`src/rtl/nra_pkg.sv`:
```
package nra_pkg;
  typedef enum logic [1:0] {
    ARB_IDLE  = 2'd0,
    ARB_WAIT  = 2'd1,
    ARB_GRANT = 2'd2
  } arb_state_e;
endpackage

```
`src/rtl/nra_reg_bank.sv`:
```
module nra_reg_bank #(
  parameter int DATA_W = 4,
  parameter int ADDR_W = 4,
  parameter int N_RD   = 2
) (
  input  logic                          clk_i,
  input  logic                          rst_ni,
  input  logic                          we_i,
  input  logic [ADDR_W-1:0]             wr_addr_i,
  input  logic [DATA_W-1:0]             wr_data_i,
  input  logic [N_RD-1:0][ADDR_W-1:0]   rd_addr_i,
  output logic [N_RD-1:0][DATA_W-1:0]   rd_data_o
);
  localparam int REG_W  = 2 * DATA_W;
  localparam int N_REGS = 2 ** (ADDR_W - 1);
  localparam int SEL_W  = ADDR_W - 1;

  logic [N_REGS-1:0][REG_W-1:0] regs_q;
  logic [SEL_W-1:0]             wsel;

  assign wsel = wr_addr_i[SEL_W-1:0];

  always_ff @(posedge clk_i or negedge rst_ni) begin
    if (!rst_ni) begin
      regs_q <= '0;
    end else if (we_i) begin
      if (wr_addr_i[ADDR_W-1]) regs_q[wsel][REG_W-1:DATA_W] <= wr_data_i;
      else                     regs_q[wsel][DATA_W-1:0]     <= wr_data_i;
    end
  end

  for (genvar p = 0; p < N_RD; p++) begin : g_rd
    logic [REG_W-1:0] sel_reg;
    assign sel_reg      = regs_q[rd_addr_i[p][SEL_W-1:0]];
    assign rd_data_o[p] = rd_addr_i[p][ADDR_W-1] ? sel_reg[REG_W-1:DATA_W]
                                                 : sel_reg[DATA_W-1:0];
  end


  hold_chk: assert property (@(posedge clk_i) disable iff (!rst_ni)
    !we_i |=> $stable(regs_q));
endmodule

```
`src/rtl/nra_disp_scan.sv`:
```
module nra_disp_scan #(
  parameter int IDX_W   = 4,
  parameter int CYC_LEN = 4
) (
  input  logic             clk_i,
  input  logic             rst_ni,
  input  logic             hold_i,
  output logic             busy_o,
  output logic             strobe_o,
  output logic [IDX_W-1:0] idx_o
);
  localparam int CNT_W = $clog2(CYC_LEN + 1);
  localparam logic [CNT_W-1:0] CNT_LAST = CNT_W'(CYC_LEN - 1);

  logic [CNT_W-1:0] cnt_q;

  always_ff @(posedge clk_i or negedge rst_ni) begin
    if (!rst_ni) begin
      busy_o <= 1'b0;
      cnt_q  <= '0;
      idx_o  <= '0;
    end else if (busy_o) begin
      if (cnt_q == CNT_LAST) begin
        busy_o <= 1'b0;
        idx_o  <= idx_o + 1'b1;
      end else begin
        cnt_q <= cnt_q + 1'b1;
      end
    end else if (!hold_i) begin
      busy_o <= 1'b1;
      cnt_q  <= '0;
    end
  end

  assign strobe_o = busy_o && (cnt_q == CNT_LAST);


  no_start_chk: assert property (@(posedge clk_i) disable iff (!rst_ni)
    (hold_i && !busy_o) |=> !busy_o);


  idx_step_chk: assert property (@(posedge clk_i) disable iff (!rst_ni)
    strobe_o |=> (idx_o == $past(idx_o) + 1'b1) && !busy_o);
endmodule

```
`src/rtl/nra_arbiter.sv`:
```
module nra_arbiter
  import nra_pkg::*;
(
  input  logic clk_i,
  input  logic rst_ni,
  input  logic req_i,
  input  logic disp_busy_i,
  output logic buf_en_o,
  output logic hold_o
);
  arb_state_e state_q, state_d;

  always_comb begin
    state_d = state_q;
    unique case (state_q)
      ARB_IDLE:  if (req_i) state_d = disp_busy_i ? ARB_WAIT : ARB_GRANT;
      ARB_WAIT:  if (!req_i) state_d = ARB_IDLE;
                 else if (!disp_busy_i) state_d = ARB_GRANT;
      ARB_GRANT: if (!req_i) state_d = ARB_IDLE;
      default:   state_d = ARB_IDLE;
    endcase
  end

  always_ff @(posedge clk_i or negedge rst_ni) begin
    if (!rst_ni) state_q <= ARB_IDLE;
    else         state_q <= state_d;
  end

  assign buf_en_o = (state_q == ARB_GRANT);
  assign hold_o   = req_i || (state_q != ARB_IDLE);


  grant_excl_chk: assert property (@(posedge clk_i) disable iff (!rst_ni)
    buf_en_o |-> !disp_busy_i);


  release_chk: assert property (@(posedge clk_i) disable iff (!rst_ni)
    (buf_en_o && !req_i) |=> !buf_en_o);
endmodule

```
`src/rtl/nibble_reg_arbiter.sv`:
```
module nibble_reg_arbiter #(
  parameter int DATA_W  = 4,
  parameter int ADDR_W  = 4,
  parameter int CYC_LEN = 4
) (
  input  logic              clk_i,
  input  logic              rst_ni,
  input  logic              rd_i,
  input  logic              wr_i,
  input  logic [ADDR_W-1:0] addr_i,
  input  logic [DATA_W-1:0] data_i,
  output logic [DATA_W-1:0] data_o,
  output logic              data_oe_o,
  output logic              buf_en_o,
  output logic              dir_o,
  output logic [ADDR_W-1:0] disp_addr_o,
  output logic              disp_strobe_o,
  output logic              disp_act_o
);
  localparam int HOST_P = 0;
  localparam int SCAN_P = 1;

  logic                         hold;
  logic                         scan_busy;
  logic                         wr_q;
  logic                         we;
  logic [ADDR_W-1:0]            wa_q;
  logic [DATA_W-1:0]            wd_q;
  logic [1:0][ADDR_W-1:0]       rd_addr;
  logic [1:0][DATA_W-1:0]       rd_data;

  nra_arbiter i_arb (
    .clk_i       (clk_i),
    .rst_ni      (rst_ni),
    .req_i       (rd_i | wr_i),
    .disp_busy_i (scan_busy),
    .buf_en_o    (buf_en_o),
    .hold_o      (hold)
  );

  nra_disp_scan #(.IDX_W(ADDR_W), .CYC_LEN(CYC_LEN)) i_scan (
    .clk_i    (clk_i),
    .rst_ni   (rst_ni),
    .hold_i   (hold),
    .busy_o   (scan_busy),
    .strobe_o (disp_strobe_o),
    .idx_o    (disp_addr_o)
  );

  // Host write: latch while granted, commit on strobe release
  always_ff @(posedge clk_i or negedge rst_ni) begin
    if (!rst_ni) begin
      wr_q <= 1'b0;
      wa_q <= '0;
      wd_q <= '0;
    end else begin
      wr_q <= wr_i && buf_en_o;
      if (wr_i && buf_en_o) begin
        wa_q <= addr_i;
        wd_q <= data_i;
      end
    end
  end

  assign we = buf_en_o && wr_q && !wr_i;

  assign rd_addr[HOST_P] = addr_i;
  assign rd_addr[SCAN_P] = disp_addr_o;

  nra_reg_bank #(.DATA_W(DATA_W), .ADDR_W(ADDR_W), .N_RD(2)) i_regs (
    .clk_i     (clk_i),
    .rst_ni    (rst_ni),
    .we_i      (we),
    .wr_addr_i (wa_q),
    .wr_data_i (wd_q),
    .rd_addr_i (rd_addr),
    .rd_data_o (rd_data)
  );

  assign disp_act_o = scan_busy;
  assign data_o     = scan_busy ? rd_data[SCAN_P] : rd_data[HOST_P];
  assign data_oe_o  = scan_busy || (buf_en_o && rd_i && !wr_i);
  assign dir_o      = !(buf_en_o && wr_i);


  wr_no_drive_chk: assert property (@(posedge clk_i) disable iff (!rst_ni)
    (buf_en_o && wr_i) |-> !data_oe_o);


  rd_drive_chk: assert property (@(posedge clk_i) disable iff (!rst_ni)
    (data_oe_o && !disp_act_o) |-> (buf_en_o && rd_i));


  dir_idle_chk: assert property (@(posedge clk_i) disable iff (!rst_ni)
    !buf_en_o |-> dir_o);
endmodule

```
`config.mk`:
```
export PLATFORM = sky130hd
export DESIGN_NAME = nibble_reg_arbiter
export DESIGN_NICKNAME = d
export VERILOG_FILES = /design/src/rtl/nra_pkg.sv /design/src/rtl/nra_reg_bank.sv /design/src/rtl/nra_disp_scan.sv /design/src/rtl/nra_arbiter.sv /design/src/rtl/nibble_reg_arbiter.sv
export SDC_FILE = /design/constraint.sdc
export NUM_CORES = 1
export LEC_CHECK = 0
export BUFFER_PORTS_ARGS = -buffer_cell sky130_fd_sc_hd__clkbuf_2
export CORE_AREA = 2 2 90 135
export DETAILED_ROUTE_END_ITERATION = 7
export DIE_AREA = 0 0 92 137
export MAX_ROUTING_LAYER = met4
export SLEW_MARGIN = 25
export SYNTH_ARGS = -nofsm -noshare
export SYNTH_HDL_FRONTEND = slang
export SYNTH_SLANG_ARGS = --single-unit
```
`constraint.sdc`:
```
create_clock -name clk_i -period 1.9 [get_ports clk_i]
set_clock_uncertainty 0.15 [all_clocks]
set_input_delay 0.095 -clock clk_i [delete_from_list [all_inputs] [get_ports clk_i]]
set_output_delay 0.095 -clock clk_i [all_outputs]
set_load 0.05 [all_outputs]
```
Word-level counts from Yosys, hierarchy flattened

Cells that the tools add are included.
W data, S select, Z words.

Register bits: 83
Logic and storage cells: 72

$add $sub $neg: 2
$lt $le $gt $ge: 4
Eq/ne operators: 8
Muxes and demuxes: 26
Bitwise gates (word level): 1
Reductions and logical operators: 16

Operators by type and width:

| operator              | number |
|---|---|
| $bwmux W64            | 2 |
| $mux W64              | 1 |
| $bmux W8 S3           | 2 |
| $demux W8 S3          | 2 |
| $mux W8               | 3 |
| $mux W4               | 4 |
| $lt A3 B4 Y1 const B  | 3 |
| $mux W2               | 5 |
| $mux W3               | 3 |
| $logic_and A1 B1 Y1   | 7 |
| $ne A2 B2 Y1 const B  | 3 |
| $pmux W2 S3           | 1 |
| $add A4 B1 Y4 const B | 1 |
| $reduce_and A2 Y1     | 2 |
| $add A3 B1 Y3 const B | 1 |
| $eq A3 B2 Y1 const B  | 1 |
| $ge A3 B1 Y1 const B  | 1 |
| $mux W1               | 3 |
| $ne A3 B3 Y1 const B  | 1 |
| $reduce_and A3 Y1     | 1 |
| $eq A2 B1 Y1 const B  | 1 |
| $eq A2 B2 Y1 const B  | 1 |
| $logic_not A1 Y1      | 2 |
| $logic_not A2 Y1      | 1 |
| other kinds (4)       | 5 |

Depth between registers and ports, before layout

Depth in word-level cells: 6
Gate-level depth with buffers: 7
Gate-level depth less buffers: 6

By module

A second synthesis with hierarchy kept.

Cell total of the unflattened synthesis: 300
Area, all modules: 4455.5 um^2

Modules (own cells, without submodules):

| module             | instances | cells each | area an instance (um^2) | seq. area each (um^2) |
|---|---|---|---|---|
| nra_reg_bank       | 1         | 234        | 3569.7                  | 1601.5 |
| nibble_reg_arbiter | 1         | 27         | 401.6                   | 225.2 |
| nra_disp_scan      | 1         | 30         | 397.9                   | 200.2 |
| nra_arbiter        | 1         | 9          | 86.3                    | 50.0 |

Worst setup path after synthesis

No wires, ideal clock.

Path kind: register -> output
Start: register i_scan.busy_o
End: output port data_o[0]
Arrival time: 2701 ps
Required time: 1655 ps
Setup slack: -1046 ps
Cell stages (with the launch flop): 3
Buffers on the path: 1
Cells stage by stage: dfrtp_1 > clkbuf_1 > o311ai_0

Longest elaborated chain between the ends: 1

RTL lines:

| what                   | RTL line                 | RTL |
|---|---|---|
| start, declared        | nra_disp_scan.sv:8       | `output logic busy_o,` |
| start signal, assigned | nra_disp_scan.sv:19      | `busy_o <= 1'b0;` |
| start signal, assigned | nra_disp_scan.sv:24      | `busy_o <= 1'b0;` |
| start signal, assigned | nra_disp_scan.sv:30      | `busy_o <= 1'b1;` |
| $mux W4                | nibble_reg_arbiter.sv:81 | `assign data_o = scan_busy ? rd_data[SCAN_P] : rd_data[HOST_P];` |
| end, declared          | nibble_reg_arbiter.sv:12 | `output logic [DATA_W-1:0] data_o,` |

No other way between the ends.

Final worst setup path

Start: register i_scan.idx_o[1]
End: output port data_o[2]

Longest elaborated chain between the ends: 4

RTL lines:

| what                          | RTL line                 | RTL |
|---|---|---|
| start, declared               | nra_disp_scan.sv:10      | `output logic [IDX_W-1:0] idx_o` |
| start signal, assigned        | nra_disp_scan.sv:25      | `idx_o <= idx_o + 1'b1;` |
| $bmux W8 S3                   | nra_reg_bank.sv:34       | `assign sel_reg = regs_q[rd_addr_i[p][SEL_W-1:0]];` |
| $mux W8 (not written as such) | nra_reg_bank.sv:34       |  |
| $mux W4                       | nra_reg_bank.sv:35       | `assign rd_data_o[p] = rd_addr_i[p][ADDR_W-1] ? sel_reg[REG_W-1:DATA_W]` |
| $mux W4                       | nibble_reg_arbiter.sv:81 |  |

No other way between the ends. The select of a mux whose other input is x is not followed.

==> metrics.txt <==
sequential area share after synthesis between 40% and 50%; IO Pins 25; Tmin final around 2.2 ns; Synth area leaders dfrtp_1 47%, mux2_2 18%, mux2i_1 14%; DRT Pass-1 Iters 4; initial antenna violation count 0; maximum vdd drop approximately 870 uV; Final Util between 40% and 50%; fin cells between 500 and 600; n_diodes 0; clock-pin slew on the worst setup and hold paths approximately 0.06 ns; die area between 10,000 and 15,000 um2; Post-CTS Setup Bufs 0; share of layout cells above drive strength 1 approximately 40%; Seq. cell area 2080 um2; Post-DRT Antenna Nets 0; first-pass GRT wire length between 15,000 and 20,000 um; NumNets Final 430; total gr overflow 0; syn_nets roughly 380; clk sink count between 80 and 90; Multi-input gate area 2440 um2; die span in y roughly 140 um; Pins Over Slew Limit 0; Clock Path Buffers 2; Synth Warn # 0; most frequent cells in the layout 79 x dfrtp_1, 69 x mux2_2, 54 x mux2i_1; Critical Path Start Type flip-flop; max_cap viols 0; Fillers 1,053; Avg Inst Size Synth 12.1 um2; Yosys reg bits 83; failing checks setup timing; PortBufs 24; die width just over 90 um; f_max 0.449 GHz; Cell Pwr Density around 1500 nW/um2; Clk Latency, worst-skew pair approximately 0.34 ns; DR WL/cell about 20 um; TritonCTS clock tree done; static leakage roughly 2.5 nW; Cell Rows 48; GRT Util Overall around a fifth; GP Congestion between 0.9 and 1; P&R area growth vs syn 24.0%; Setup Viol. Count Final 9; CTS buffer count 9; CP arrival slightly below 2 ns; vias after detailed routing roughly 3,100; crit path max fanout 13; dominant cell type by area after synthesis dfrtp_1; Post-Syn Instances roughly 370; Max-slew headroom between 50% and 60%; DRT iter0 DRCs approximately 170; hold crit path type in2async; final WL approximately 12,000 um; H-tree depth 3; Tcrit/Tclk final 117%; Initial Utilization roughly two fifths; vias in the first global route between 3,000 and 4,000; most common cell after layout, fill and taps aside dfrtp_1; WHS 0.0228 ns; CTS Root Cell clkbuf_16; top-area cell type share of the netlist area 46.6%; CP Data Required Time 1.65 ns; Hold Vio Cnt, Final 0; outcome complete, but fails checks; dpl cells about 540; DR DRC count 0; Core Box Area 11,400 um2; pin count of the biggest net entering global routing 43; RSZ-0062 raised after global routing yes; Worst Setup End Kind primary output; final worst setup slack -0.326 ns; Post-Syn Area approximately 4500 um2; Reg2Reg Depth 5; Crit Path Class reg2out; vias per cell ~5.4; Least-Margin Pin Slew around 0.70 ns; synth unique cells 37; DP HPWL between 8000 and 9000 um
cell families (layout without fill, tap and decap cells):
logic type,Yosys count,after routing,share of synthesized area [%]
and+or+nand+nor,70,70,8.88
muxes,137,137,32.8
AOI/OAI and AO/OA,46,46,7.45
xor gates and xnor gates,3,3,0.590
DFF,83,83,46.6
buffers and inverters,26,78,2.75
adders and majority gates,3,3,0.843
final cells by class:
type	count	area share (%)
clock inverters	2	0.634
well taps	150	3.40
clock buffers	14	4.60
repair buffers	57	9.11
inverters	5	0.408
multi-input cells	259	44.2
flip-flops and latches	83	37.7
stage by stage:
stage	TNS, ns	setup slack, ns	area [um2]	total power, mW
after floorplan	-0.166	-0.0415	4590	5.16
after global placement	-0.192	-0.0560	5040	6.31
after detailed placement	-0.218	-0.0643	5040	6.38
after CTS	-1.37	-0.319	5480	8.22
after global routing	-2.01	-0.405	5520	8.67
final	-1.34	-0.326	5520	8.24
where the power goes:
part           leakage, nW  internal [mW]  switching, mW
Sequential            1.10           2.31          0.736
Combinational         1.31           1.69           1.78
Clock                0.141           1.05          0.666
Total                 2.55           5.05           3.19
synthesized netlist by cell type (all sizes together):
library cell and instances:
a211oi 1, nand2 28, a22o 9, a21oi 9
nor3b 1, o21ai 1, and4bb 1, a22oi 16
nand2b 4, mux2i 64, nor2b 11, nor3 6
dfrtp 83, a31o 1, a31oi 4, ha 3
xnor2 3, buf 11, inv 5, nor2 6
and3 1, clkbuf 10, o311ai 4, and2 3
mux2 73, o22ai 1, nand3 8, and2b 1
state kept, by name, indices dropped and copies added, names as in the netlist:
signal / count
i_regs.regs_q: 64
i_scan.idx_o: 4
wa_q: 4
wd_q: 4
i_scan.cnt_q: 3
i_arb.state_q: 2
i_scan.busy_o: 1
wr_q: 1
final timing paths:
| kind | endpoint | slack (ns) | from |
|---|---|---|---|
| setup / recovery | data_o[2] | -0.33 | i_scan.idx_o[1] |
| hold / removal | i_scan.cnt_q[2] | 0.02 | rst_ni |
| setup reg to reg | i_regs.regs_q[35] | -0.02 | i_arb.state_q[0] |
| hold reg to reg | i_scan.cnt_q[2] | 0.36 | i_scan.cnt_q[2] |
| max in group asynchronous | i_regs.regs_q[38] | 0.96 | rst_ni |
| min in group clk_i | wr_q | 0.03 | wr_i |
repair_timing:
action | CTS | global route
gates resized for setup | 13 | 9
endpoints found under the hold margin | 91 | 0
pin swaps | 2 | 2
hold buffers | 10 | 0
endpoints found under the setup margin | 7 | 11
layer usage:
layer	track usage (%)	share of wire, %
met5	-	0
met4	6.63	2.1
met3	3.41	3.1
met2	37.5	55
met1	22.8	39
critical path, stage by stage (launching register included):
cell and delay (ns):
dfrtp_2 0.44, buf_12 0.17, mux2i_4 0.19, a22o_1 0.21, nor3_1 0.23, a31oi_2 0.09, o311ai_4 0.12, buf_12 0.18
(Power assumes the default switching activity.)
